===== config.mk =====
export PLATFORM = sky130hd
export DESIGN_NAME = adc_pwr_ctrl
export DESIGN_NICKNAME = d
export VERILOG_FILES = /design/src/rtl/adc_pwr_pkg.sv /design/src/rtl/adc_pwr_rst_sync.sv /design/src/rtl/adc_pwr_timer.sv /design/src/rtl/adc_pwr_flag.sv /design/src/rtl/adc_pwr_seq.sv /design/src/rtl/adc_pwr_ctrl.sv
export SDC_FILE = /design/constraint.sdc
export NUM_CORES = 1
export LEC_CHECK = 0
export CAP_MARGIN = 20
export CELL_PAD_IN_SITES_DETAIL_PLACEMENT = 2
export CELL_PAD_IN_SITES_GLOBAL_PLACEMENT = 2
export CORE_MARGIN = 1
export CORE_UTILIZATION = 36
export CTS_BUF_LIST = sky130_fd_sc_hd__clkbuf_8 sky130_fd_sc_hd__clkbuf_16
export DETAILED_ROUTE_END_ITERATION = 8
export PLACE_DENSITY = 0.82
export SLEW_MARGIN = 20
export SYNTH_ARGS = -nofsm -noshare
export SYNTH_HDL_FRONTEND = slang
export SYNTH_SLANG_ARGS = --single-unit
export TNS_END_PERCENT = 20

===== constraint.sdc =====
create_clock -name clk -period 1.58 [get_ports clk]
set_input_delay 0.158 -clock clk [delete_from_list [all_inputs] [get_ports clk]]
set_output_delay 0.158 -clock clk [all_outputs]
set_load 0.005 [all_outputs]

===== src/rtl/adc_pwr_pkg.sv =====
package adc_pwr_pkg;

  typedef enum logic [2:0] {
    PS_OFF,
    PS_WAKE,
    PS_READY,
    PS_CONV,
    PS_ARMED,
    PS_DOWN
  } pwr_state_e;

  localparam int unsigned TMR_WAKE = 0;
  localparam int unsigned TMR_GAP  = 1;
  localparam int unsigned TMR_DOWN = 2;
  localparam int unsigned TMR_NUM  = 3;

  function automatic int unsigned max3(input int unsigned a, input int unsigned b,
                                       input int unsigned c);
    int unsigned m;
    m = (a > b) ? a : b;
    return (m > c) ? m : c;
  endfunction

endpackage


===== src/rtl/adc_pwr_rst_sync.sv =====
module adc_pwr_rst_sync (
  input  logic clk,
  input  logic rst_n,
  output logic rst_n_sync
);
  logic [1:0] sync_q;

  always_ff @(posedge clk or negedge rst_n) begin
    if (!rst_n) sync_q <= 2'b00;
    else        sync_q <= {sync_q[0], 1'b1};
  end

  assign rst_n_sync = sync_q[1];
endmodule


===== src/rtl/adc_pwr_timer.sv =====
module adc_pwr_timer #(
  parameter int unsigned CNT_W = 5
) (
  input  logic             clk,
  input  logic             rst_n,
  input  logic             ce,
  input  logic             load,
  input  logic [CNT_W-1:0] load_val,
  output logic             expired
);
  logic [CNT_W-1:0] cnt_q, cnt_d;

  always_comb begin
    cnt_d = cnt_q;
    if (load)                     cnt_d = load_val;
    else if (ce && cnt_q != '0)   cnt_d = cnt_q - 1'b1;
  end

  always_ff @(posedge clk or negedge rst_n) begin
    if (!rst_n) cnt_q <= '0;
    else        cnt_q <= cnt_d;
  end

  assign expired = (cnt_q == '0);
endmodule


===== src/rtl/adc_pwr_flag.sv =====
module adc_pwr_flag (
  input  logic clk,
  input  logic rst_n,
  input  logic set,
  input  logic clr,
  input  logic auto_off,
  input  logic irq_en,
  output logic rdy,
  output logic irq
);
  logic rdy_q, rdy_d;

  always_comb begin
    rdy_d = rdy_q;
    if (set && !auto_off) rdy_d = 1'b1;
    else if (clr)         rdy_d = 1'b0;
  end

  always_ff @(posedge clk or negedge rst_n) begin
    if (!rst_n) rdy_q <= 1'b0;
    else        rdy_q <= rdy_d;
  end

  assign rdy = rdy_q;
  assign irq = rdy_q & irq_en;
endmodule


===== src/rtl/adc_pwr_seq.sv =====
module adc_pwr_seq
  import adc_pwr_pkg::*;
(
  input  logic               clk,
  input  logic               rst_n,
  input  logic               ce,
  input  logic               en_set,
  input  logic               dis_set,
  input  logic               stop_set,
  input  logic               trig,
  input  logic               auto_off,
  input  logic               conv_done,
  input  logic [TMR_NUM-1:0] tmr_exp,
  output logic [TMR_NUM-1:0] tmr_load,
  output logic               rdy_set,
  output pwr_state_e         state,
  output logic               en_q,
  output logic               dis_q,
  output logic               start_q,
  output logic               stop_q,
  output logic               go_q
);
  pwr_state_e st_q, st_d;
  logic en_d, dis_d, start_d, stop_d, pend_q, pend_d, go_d;
  logic abort;

  assign abort = start_q & stop_q & ce;

  always_comb begin
    st_d     = st_q;
    en_d     = en_q;
    dis_d    = dis_q;
    start_d  = start_q;
    stop_d   = stop_q;
    pend_d   = pend_q;
    go_d     = 1'b0;
    tmr_load = '0;
    rdy_set  = 1'b0;
    unique case (st_q)
      PS_OFF: begin
        if (en_set) begin
          en_d = 1'b1;
          tmr_load[TMR_GAP] = 1'b1;
          if (auto_off) begin
            st_d = PS_ARMED;
          end else begin
            st_d = PS_WAKE;
            tmr_load[TMR_WAKE] = 1'b1;
          end
        end
      end
      PS_WAKE: begin
        if (dis_set && !start_q) dis_d = 1'b1;
        if (abort) begin
          start_d = 1'b0;
          stop_d  = 1'b0;
          st_d    = PS_ARMED;
        end else if (dis_q && tmr_exp[TMR_GAP] && !start_q) begin
          st_d = PS_DOWN;
          tmr_load[TMR_DOWN] = 1'b1;
        end else if (tmr_exp[TMR_WAKE]) begin
          if (start_q) begin
            st_d = PS_CONV;
            go_d = 1'b1;
          end else begin
            st_d    = PS_READY;
            rdy_set = 1'b1;
          end
        end else if (stop_set && start_q) begin
          stop_d = 1'b1;
        end
      end
      PS_READY: begin
        if (dis_set) dis_d = 1'b1;
        if (dis_q && tmr_exp[TMR_GAP]) begin
          st_d = PS_DOWN;
          tmr_load[TMR_DOWN] = 1'b1;
        end else if (trig && !dis_q && !dis_set) begin
          st_d    = PS_CONV;
          start_d = 1'b1;
          go_d    = 1'b1;
        end
      end
      PS_ARMED: begin
        if (dis_set) dis_d = 1'b1;
        if (dis_q && tmr_exp[TMR_GAP]) begin
          st_d = PS_DOWN;
          tmr_load[TMR_DOWN] = 1'b1;
        end else if (trig && !dis_q && !dis_set) begin
          st_d    = PS_WAKE;
          start_d = 1'b1;
          tmr_load[TMR_WAKE] = 1'b1;
        end
      end
      PS_CONV: begin
        if (abort || conv_done) begin
          start_d = 1'b0;
          stop_d  = 1'b0;
          st_d    = auto_off ? PS_ARMED : PS_READY;
        end else if (stop_set) begin
          stop_d = 1'b1;
        end
      end
      PS_DOWN: begin
        if (en_set) pend_d = 1'b1;
        if (tmr_exp[TMR_DOWN]) begin
          dis_d  = 1'b0;
          pend_d = 1'b0;
          if (pend_q || en_set) begin
            tmr_load[TMR_GAP] = 1'b1;
            if (auto_off) begin
              st_d = PS_ARMED;
            end else begin
              st_d = PS_WAKE;
              tmr_load[TMR_WAKE] = 1'b1;
            end
          end else begin
            en_d = 1'b0;
            st_d = PS_OFF;
          end
        end
      end
      default: st_d = PS_OFF;
    endcase
  end

  always_ff @(posedge clk or negedge rst_n) begin
    if (!rst_n) begin
      st_q    <= PS_OFF;
      en_q    <= 1'b0;
      dis_q   <= 1'b0;
      start_q <= 1'b0;
      stop_q  <= 1'b0;
      pend_q  <= 1'b0;
      go_q    <= 1'b0;
    end else begin
      st_q    <= st_d;
      en_q    <= en_d;
      dis_q   <= dis_d;
      start_q <= start_d;
      stop_q  <= stop_d;
      pend_q  <= pend_d;
      go_q    <= go_d;
    end
  end

  assign state = st_q;
endmodule


===== src/rtl/adc_pwr_ctrl.sv =====
module adc_pwr_ctrl
  import adc_pwr_pkg::*;
#(
  parameter int unsigned STARTUP_CYC  = 16,
  parameter int unsigned MIN_GAP      = 10,
  parameter int unsigned SHUTDOWN_CYC = 4
) (
  input  logic clk,
  input  logic rst_n,
  input  logic adc_ce,
  input  logic req_enable,
  input  logic req_disable,
  input  logic req_start,
  input  logic req_stop,
  input  logic rdy_clr,
  input  logic cfg_auto_off,
  input  logic cfg_rdy_ie,
  input  logic cfg_trig_en,
  input  logic ext_trig,
  input  logic core_done,
  output logic en_bit,
  output logic dis_bit,
  output logic start_bit,
  output logic stop_bit,
  output logic rdy_flag,
  output logic rdy_irq,
  output logic core_pwr,
  output logic core_go,
  output logic core_abort
);
  localparam int unsigned MAX_CNT = max3(STARTUP_CYC, MIN_GAP, SHUTDOWN_CYC);
  localparam int unsigned CNT_W   = $clog2(MAX_CNT + 1);
  localparam logic [TMR_NUM*CNT_W-1:0] TMR_VAL =
    {CNT_W'(SHUTDOWN_CYC), CNT_W'(MIN_GAP), CNT_W'(STARTUP_CYC)};

  logic               rst_n_int;
  logic [TMR_NUM-1:0] tmr_load, tmr_exp;
  logic               rdy_set, trig;
  pwr_state_e         state;

  adc_pwr_rst_sync u_rst (
    .clk        (clk),
    .rst_n      (rst_n),
    .rst_n_sync (rst_n_int)
  );

  for (genvar g = 0; g < TMR_NUM; g++) begin : g_tmr
    adc_pwr_timer #(.CNT_W(CNT_W)) u_tmr (
      .clk      (clk),
      .rst_n    (rst_n_int),
      .ce       (adc_ce),
      .load     (tmr_load[g]),
      .load_val (TMR_VAL[g*CNT_W +: CNT_W]),
      .expired  (tmr_exp[g])
    );
  end

  assign trig = req_start | (cfg_trig_en & ext_trig);

  adc_pwr_seq u_seq (
    .clk       (clk),
    .rst_n     (rst_n_int),
    .ce        (adc_ce),
    .en_set    (req_enable),
    .dis_set   (req_disable),
    .stop_set  (req_stop),
    .trig      (trig),
    .auto_off  (cfg_auto_off),
    .conv_done (core_done),
    .tmr_exp   (tmr_exp),
    .tmr_load  (tmr_load),
    .rdy_set   (rdy_set),
    .state     (state),
    .en_q      (en_bit),
    .dis_q     (dis_bit),
    .start_q   (start_bit),
    .stop_q    (stop_bit),
    .go_q      (core_go)
  );

  adc_pwr_flag u_flag (
    .clk      (clk),
    .rst_n    (rst_n_int),
    .set      (rdy_set),
    .clr      (rdy_clr),
    .auto_off (cfg_auto_off),
    .irq_en   (cfg_rdy_ie),
    .rdy      (rdy_flag),
    .irq      (rdy_irq)
  );

  assign core_pwr   = (state == PS_WAKE) || (state == PS_READY) || (state == PS_CONV);
  assign core_abort = stop_bit;
endmodule


==> results of run 1 <==
## repair_timing
action | CTS
hold buffers | 0
pin swaps | 12
gates resized for setup | 34
setup endpoints to repair | 25
buffers inserted | 7
## per-stage QoR
step	cells	instance area, um^2
CTS	315	2540
detailed placement	304	2330
global placement	304	2330
floorplan	180	1680
## cells by family after synthesis
| logic type | count (synthesis) |
|---|---|
| muxes | 4 |
| other | 1 |
| AOI/OAI and AO/OA | 41 |
| adders and majority gates | 6 |
| and+or+nand+nor | 69 |
| xor gates and xnor gates | 11 |
| DFF | 27 |
| buffers and inverters | 21 |
## cells in the mapped netlist, types with 4 or more instances
library cell / n / area share, %
dfrtp_1: 27 / 40
nand2_1: 9 / 2.0
ha_1: 6 / 4.5
a21oi_1: 10 / 3.0
xnor2_1: 5 / 2.6
xor2_1: 6 / 3.1
nor2_1: 31 / 7.0
nor3_1: 6 / 1.8
nand2b_1: 4 / 1.5
o21ai_0: 9 / 2.7
inv_1: 13 / 2.9
==> impl_results.md, run 1 <==
- Last worst endpoint in the global-route repair_timing: u_seq.state[0]$_DFFE_PN0P_/D
- Simple-gate share of the synthesized area: around 22%
- Maximum clock insertion buffer count: 2
- Syn Area/Cell: just over 9 um^2
- WEP type: sequential cell input
- PortBufs: 21
- Most used DFF post-synth: dfrtp_1
- Post-synth EDFFs: 0
- #FFs+latches synth: 27
- Die Y: between 70 and 80 um
- Die width: about 70 um
- Initial antenna violation count: 0
- GP Congestion: approximately 0.88
- Initial Utilization: between 30% and 40%
- CTS H-tree depth: 1
- Asr flop ratio synth: 100%
- Row cnt: 24
- Synth Area in Compound Gates: ~18%
- Number of top-level pins: 22
- Pre-CTS WS: -0.508 ns
- Synth cell types: 50
- TritonCTS Sinks: 27
- Number of CTS-inserted buffers: 3
- Post-Synth XOR/XNOR Area: under 10%
- Largest net degree at the start of global routing: 26
- Largest family of logic cells by synthesized area: simple AND/OR/NAND/NOR gates
- Error: [ERROR DPL-0033] detailed placement checks failed during check placement.
- Syn Nets: approximately 200
- Adder-cell share of the synthesized area: 4.50%
- Clk root buf: clkbuf_8
- Synth Instances: between 150 and 200
- Cell Area, Synth: between 0.0015 and 0.002 mm^2
- DPL Wire Length: roughly 5200 um
- Multiplexer area fraction after synthesis: under 10%
- Status: did not finish
- Synth warn: 0
- Sequential share of the synthesized area: 40.5%
- Stopped at: 5_1_grt
==> run 2, diff against run 1 <==
--- a/config.mk
+++ b/config.mk
@@ -6,13 +6,10 @@
 export NUM_CORES = 1
 export LEC_CHECK = 0
 export CAP_MARGIN = 20
-export CELL_PAD_IN_SITES_DETAIL_PLACEMENT = 2
-export CELL_PAD_IN_SITES_GLOBAL_PLACEMENT = 2
 export CORE_MARGIN = 1
-export CORE_UTILIZATION = 36
-export CTS_BUF_LIST = sky130_fd_sc_hd__clkbuf_8 sky130_fd_sc_hd__clkbuf_16
+export CORE_UTILIZATION = 25
 export DETAILED_ROUTE_END_ITERATION = 8
-export PLACE_DENSITY = 0.82
+export PLACE_DENSITY_LB_ADDON = 0.15
 export SLEW_MARGIN = 20
 export SYNTH_ARGS = -nofsm -noshare
 export SYNTH_HDL_FRONTEND = slang
==> run 2 against run 1 <==
The flow now finishes, with violations (setup timing); synthesized cell count is the same; area after synthesis is the same.
==> impl_results.md, run 2 <==
- Hold crit path type: in -> async
- DRC: 0
- Largest register FFs: 15
- Synth cell types: 50 (unchanged)
- Synth top area cells: dfrtp_1 (40%), nor2_1 (7.0%), ha_1 (4.5%), xor2_1 (3.1%), a21oi_1 (3.0%) (unchanged)
- Biggest register: g_tmr.u_tmr.cnt_q
- Number of top-level pins: 22 (unchanged)
- Synth Instances: 180 (unchanged)
- Routed wire length: between 4000 and 5000 um
- Worst slew pin tran: 0.541 ns
- Dpl cell area: 0.00240 mm^2 (was 0.00233 mm^2)
- WS Path Type: reg -> reg
- Fin. Hold Viols: 0
- RSZ-0062 raised after global routing: yes
- Synth-to-Final Area Change: 56.6%
- Fraction of layout cells with a size suffix above 1: 41.1%
- # setup viols final: 17
- Status: finished with violations (was did not finish)
- Die Y: 83.7 um (was 70.1 um)
- Final worst path period share: 125%
- Post-Route Utilization: between 40% and 50%
- Syn Area/Cell: 9.27 um^2 (unchanged)
- Most used DFF post-synth: dfrtp_1 (unchanged)
- Initial Utilization: 26.1% (was 37.8%)
- Commonest cells after routing, fill and taps aside: buf_4 (61), nor2_1 (30), dfrtp_1 (27)
- Initial antenna violation count: 0
- Pwr Density: around 1800 mW/mm^2
- Clk root buf: clkbuf_8 (unchanged)
- Commonest non-fill, non-tap cell in the layout: buf_4
- VDD IR max: around 0.00073 V
- Die width: 83.7 um (was 70.1 um)
- Worst endpoint required time: between 1.5 and 2 ns
- Wire length per cell: between 10 and 15 um
- NumNets Final: roughly 280
- CTS H-tree depth: 1 (unchanged)
- Cell count of the worst reg-to-reg path: 6
- Power after layout: ~4.7 mW
- PortBufs: 21 (unchanged)
- Grt total ovfl: 0
- Drt first-iter violations: 80
- Peak Freq: just over 0.5 GHz
- Share of the synthesized area in the top cell type: 40.5% (unchanged)
- Worst slew margin: a little under two thirds
- CTS tree: built
- Type of destination of the critical path: flop
- #FFs+latches synth: 27 (unchanged)
- Sequential share of the synthesized area: 40.5% (unchanged)
- DIE AREA: 0.00701 mm^2
- Post-synth EDFFs: 0 (unchanged)
- Worst-skew pair later-pin latency: roughly 0.28 ns
- Count leader, synth: nor2_1 (unchanged)
- Antenna Cells: 0
- Vias: ~1,600
- Worst EP arrival: 2.15 ns
- Clk pin slew, worst setup/hold paths: about 0.1 ns
- Row cnt: 29 (was 24)
- Asr flop ratio synth: 100% (unchanged)
- DPL Wire Length: 3370 um (was 5210 um)
- TritonCTS Sinks: 27 (unchanged)
- Via-per-instance ratio: 4.56
- Detail Route Antenna Nets: 0
- Cell Area, Synth: 0.00167 mm^2 (unchanged)
- Lkg Pwr: about 1.2 nW
- Type of element launching the critical path: flop
- Final Skew: between 0.004 and 0.005 ns
- Syn Nets: 199 (unchanged)
- Min Tclk post-route: between 1.5 and 2 ns
- Core footprint: approximately 0.0064 mm^2
- Max Slew Vio Count: 0
- Detailed Routing Iterations Pass 1: 4
- Worst hold margin: around 0.025 ns
- Vias in the first global route: between 1,500 and 2,000
- GP Congestion: 0.751 (was 0.883)
- Maximum clock insertion buffer count: 2 (unchanged)
- Fillers: 638
- Synth warn: 0 (unchanged)
- First-pass GRT wire length: approximately 7600 um
- Maxcap violations: 0
- Largest net degree at the start of global routing: 26
- Number of CTS-inserted buffers: 3 (unchanged)
- Violated checks: setup timing
- GRT Overall Usage: between 10 and 15%
- Post-route setup slack: -0.398 ns
- Post-synth top area cell: dfrtp_1 (unchanged)
- Post-synth top cells: nor2_1 (31), dfrtp_1 (27), inv_1 (13), a21oi_1 (10) (unchanged)
- Fin area: between 0.002 and 0.003 mm^2
- Crit path max fanout: 3
## run 2: cell counts after synthesis
No cell type changed its count.
## run 2: metrics by stage
stage / std cells / setup TNS (ns) / setup WS [ns]
floorplan: 180 / -1.92 / -0.368
global placement: 334 / -4.22 / -0.389
detailed placement: 334 / -4.47 / -0.409
CTS: 343 / -3.55 / -0.392
global route: 340 / -4.74 / -0.478
finish: 340 / -2.91 / -0.398
## run 2: worst max-delay path: stages (launching register included)
cell and delay (ns):
dfrtp_1 0.40, inv_2 0.08, ha_4 0.13, or4b_4 0.47, o211a_1 0.16, a2111oi_4 0.27
mux2_1 0.36
## run 2: routing by layer
layer	track usage [%]	wire [um]	up-vias	share of wire, %
met5	0	0	-	0
li1	-	-	788	-
met2	21.9	2070	25	47
met1	17.8	2080	730	48
met4	4.78	89	0	2.0
met3	2.87	125	9	2.9
## run 2: final timing paths
path / slack [ns] / endpoint / startpoint
setup reg to reg: -0.40 / u_seq.state[1] / g_tmr[0].u_tmr.cnt_q[0]
hold reg to reg: 0.24 / g_tmr[2].u_tmr.cnt_q[3] / u_rst.sync_q[1]
hold / removal: 0.02 / u_rst.sync_q[0] / rst_n
min in group clk: 0.36 / u_rst.sync_q[1] / u_rst.sync_q[0]
setup / recovery: -0.40 / u_seq.state[1] / g_tmr[0].u_tmr.cnt_q[0]
max in group asynchronous: 1.09 / u_seq.start_q / u_rst.sync_q[1]
## run 2: final cells by class
type / count / area [um^2] / share of cell area (%)
clock buffer: 3 / 41.3 / 1.58
clock inverter: 1 / 5.00 / 0.191
inverter: 13 / 48.8 / 1.87
multi-input combinational: 132 / 1020 / 39.1
sequential: 27 / 676 / 25.8
tap: 77 / 96.3 / 3.69
timing repair buffer: 87 / 726 / 27.8
## run 2: cell families after synthesis
kind of cell / Yosys count / synth area share [%]
muxes: 4 / 2.62
adders and majority gates: 6 / 4.50
other: 1 / 0.225
DFF: 27 / 40.5
AOI/OAI and AO/OA: 41 / 17.7
and+or+nand+nor: 69 / 21.8
buffers and inverters: 21 / 6.90
xor gates and xnor gates: 11 / 5.77
## run 2: timing repair
| action | in CTS | in global routing |
|---|---|---|
| resized for setup | 30 | 16 |
| endpoints found under the setup margin | 23 | 25 |
| cloned | 0 | 0 |
| buffers inserted | 5 | 2 |
| hold buffers | 0 | 0 |
| pin swaps | 5 | 10 |
## run 2: report_power, final
group          total (mW)  switching [mW]  internal (mW)
clock               0.413           0.236          0.177
combinational        3.01            1.28           1.73
sequential           1.24           0.260          0.976
total                4.66            1.77           2.89
No activity file was read; power rests on OpenSTA's default activity.
==> run 3, diff against run 2 <==
--- a/config.mk
+++ b/config.mk
@@ -6,10 +6,12 @@
 export NUM_CORES = 1
 export LEC_CHECK = 0
 export CAP_MARGIN = 20
+export CELL_PAD_IN_SITES_DETAIL_PLACEMENT = 1
+export CELL_PAD_IN_SITES_GLOBAL_PLACEMENT = 2
 export CORE_MARGIN = 1
 export CORE_UTILIZATION = 25
 export DETAILED_ROUTE_END_ITERATION = 8
-export PLACE_DENSITY_LB_ADDON = 0.15
+export PLACE_DENSITY_LB_ADDON = 0.1
 export SLEW_MARGIN = 20
 export SYNTH_ARGS = -nofsm -noshare
 export SYNTH_HDL_FRONTEND = slang
==> run 3 against run 2 <==
Setup slack lost 0.019 ns; hold slack lost 0.0036 ns; critical path type unchanged; the run still ends with setup timing left; sequential power is essentially flat; highest routed layer unchanged; die area is the same.
==> impl_results.md, run 3 (same netlist as run 2, synthesis figures left out) <==
- Status: finished with violations (unchanged)
- Violated checks: setup timing (unchanged)
- Synth-to-Final Area Change: 57.1% (was 56.6%)
- Lkg Pwr: 1.20 nW (was 1.18 nW)
- Min Tclk post-route: 2.00 ns (was 1.98 ns)
- CP peak stage delay: 0.46 ns (was 0.47 ns)
- Detailed Routing Iterations Pass 1: 4 (unchanged)
- Initial antenna violation count: 0 (unchanged)
- PortBufs: 21 (unchanged)
- Hold_buf cts: 0 (unchanged)
- CP max-delay cell: or4b_4 (unchanged)
- Via-per-instance ratio: 4.76 (was 4.56)
- VDD IR max: 0.000801 V (was 0.000728 V)
- Worst EP arrival: 2.17 ns (was 2.15 ns)
- Inst Count DP: 328 (was 334)
- Fraction of layout cells with a size suffix above 1: 40.0% (was 41.1%)
- GRT Overall Usage: 16.0% (was 13.5%)
- Grt total ovfl: 0 (unchanged)
- Vias in the first global route: 1,823 (was 1,601)
- NumNets Final: 285 (was 283)
- Number of top-level pins: 22 (unchanged)
- Worst hold margin: 0.0213 ns (was 0.0249 ns)
- Final non-filler cell total: 342 (was 340)
- Maxcap violations: 0 (unchanged)
- Die width: 83.7 um (unchanged)
- Number of CTS-inserted buffers: 3 (unchanged)
- Buf/Inv on CP: 1 (unchanged)
- Detail Route Antenna Nets: 0 (unchanged)
- Pwr Density: 1830 mW/mm^2 (was 1780 mW/mm^2)
- Fin. Hold Viols: 0 (unchanged)
- Post-route setup slack: -0.417 ns (was -0.398 ns)
- Initial Utilization: 26.1% (unchanged)
- # setup viols final: 17 (unchanged)
- CTS H-tree depth: 1 (unchanged)
- Die Y: 83.7 um (unchanged)
- Final worst path period share: 126% (was 125%)
- Drt first-iter violations: 49 (was 80)
- Clk root buf: clkbuf_8 (unchanged)
- DIE AREA: 0.00701 mm^2 (unchanged)
- CTS tree: built (unchanged)
- Top delay family on crit path: simple AND/OR/NAND/NOR gates (unchanged)
- Clk pin slew, worst setup/hold paths: 0.10 ns (about the same)
- Largest net degree at the start of global routing: 16 (was 26)
- Commonest non-fill, non-tap cell in the layout: buf_4 (unchanged)
- RSZ-0062 raised after global routing: yes (unchanged)
- Largest register FFs: 15 (unchanged)
- Vias: 1,628 (was 1,552)
- DPL Wire Length: 4090 um (was 3370 um)
- Crit path cell chain: inv_2 -> ha_4 -> or4b_4 -> o211a_1 -> a2111oi_4 -> mux2_1 (unchanged)
- Routed wire length: 5240 um (was 4370 um)
- Antenna Cells: 0 (unchanged)
- Worst endpoint required time: 1.75 ns (about the same)
- TritonCTS Sinks: 27 (unchanged)
- Type of destination of the critical path: flop (unchanged)
- Biggest register: g_tmr.u_tmr.cnt_q (unchanged)
- Core footprint: 0.00639 mm^2 (unchanged)
- Crit path max fanout: 3 (unchanged)
- First-pass GRT wire length: 8870 um (was 7590 um)
- Final Skew: 0.00905 ns (was 0.00465 ns)
- Hold crit path type: in -> async (unchanged)
- Maximum clock insertion buffer count: 2 (unchanged)
- Row cnt: 29 (unchanged)
- Commonest cells after routing, fill and taps aside: buf_4 (64), nor2_1 (29), dfrtp_1 (27) (was buf_4 (61), nor2_1 (30), dfrtp_1 (27))
- DRC: 0 (unchanged)
- Worst-skew pair later-pin latency: 0.28 ns (about the same)
- Wire length per cell: 15.3 um (was 12.8 um)
- GP Congestion: 0.768 (was 0.751)
- Type of element launching the critical path: flop (unchanged)
- Peak Freq: 0.501 GHz (was 0.505 GHz)
- WS Path Type: reg -> reg (unchanged)
- Max Slew Vio Count: 0 (unchanged)
[run 3: metrics by stage]
stage | power, mW | setup slack (ns) | cell area (um^2) | setup TNS, ns | utilization [%]
finish | 4.80 | -0.417 | 2620 | -3.36 | 41.1
global route | 5.25 | -0.534 | 2620 | -5.45 | 41.1
CTS | 4.65 | -0.425 | 2520 | -3.70 | 39.5
detailed placement | 3.93 | -0.461 | 2350 | -5.27 | 36.9
global placement | 3.83 | -0.404 | 2350 | -4.58 | 36.9
floorplan | 2.59 | -0.368 | 1680 | -1.92 | -
[run 3: final timing paths]
path / end / cells past startpoint / start / slack, ns
max: u_seq.state[1] / 6 / g_tmr[0].u_tmr.cnt_q[0] / -0.42
min: u_rst.sync_q[0] / 1 / rst_n / 0.02
max reg2reg: u_seq.state[1] / 6 / g_tmr[0].u_tmr.cnt_q[0] / -0.42
min reg2reg: g_tmr[1].u_tmr.cnt_q[3] / 1 / u_rst.sync_q[1] / 0.22
max in group asynchronous: u_seq.state[1] / 1 / u_rst.sync_q[1] / 1.19
min in group clk: u_rst.sync_q[1] / 0 / u_rst.sync_q[0] / 0.36
[run 3: power by group]
part	internal (mW)	switching (mW)	leakage, nW
clock	0.177	0.232	0.0255
sequential	0.977	0.256	0.322
combinational	1.77	1.39	0.851
[run 3: metal layers]
metal	part of all wire, %	routed length [um]	GRT usage (%)	up-vias
li1	-	-	-	791
met1	46	2410	20.3	819
met2	51	2700	28.5	13
met3	1.5	77	2.18	5
met4	1.0	54	4.16	0
met5	0	0	0	-
[run 3: repair_timing]
action | CTS | global route
endpoints found under the hold margin | 0 | 0
setup buffers | 5 | 5
resized for setup | 29 | 11
setup endpoints to repair | 23 | 25
pin swaps | 14 | 3
[run 3: worst register-to-register path: cells and delay by family (launching register included)]
kind,cells,cell delay (ns)
muxes,1,0.36
AOI/OAI and AO/OA,2,0.45
adders and majority gates,1,0.13
DFF,1,0.40
buffers and inverters,1,0.09
and+or+nand+nor,1,0.46
[run 3: area by class of cell]
class	instances	area [um^2]
tap	77	96.3
clock buffer	3	41.3
clock inverter	1	5.00
timing repair buffer	89	736
fill	739	3760
sequential	27	676
multi-input combinational	132	1020
inverter	13	48.8
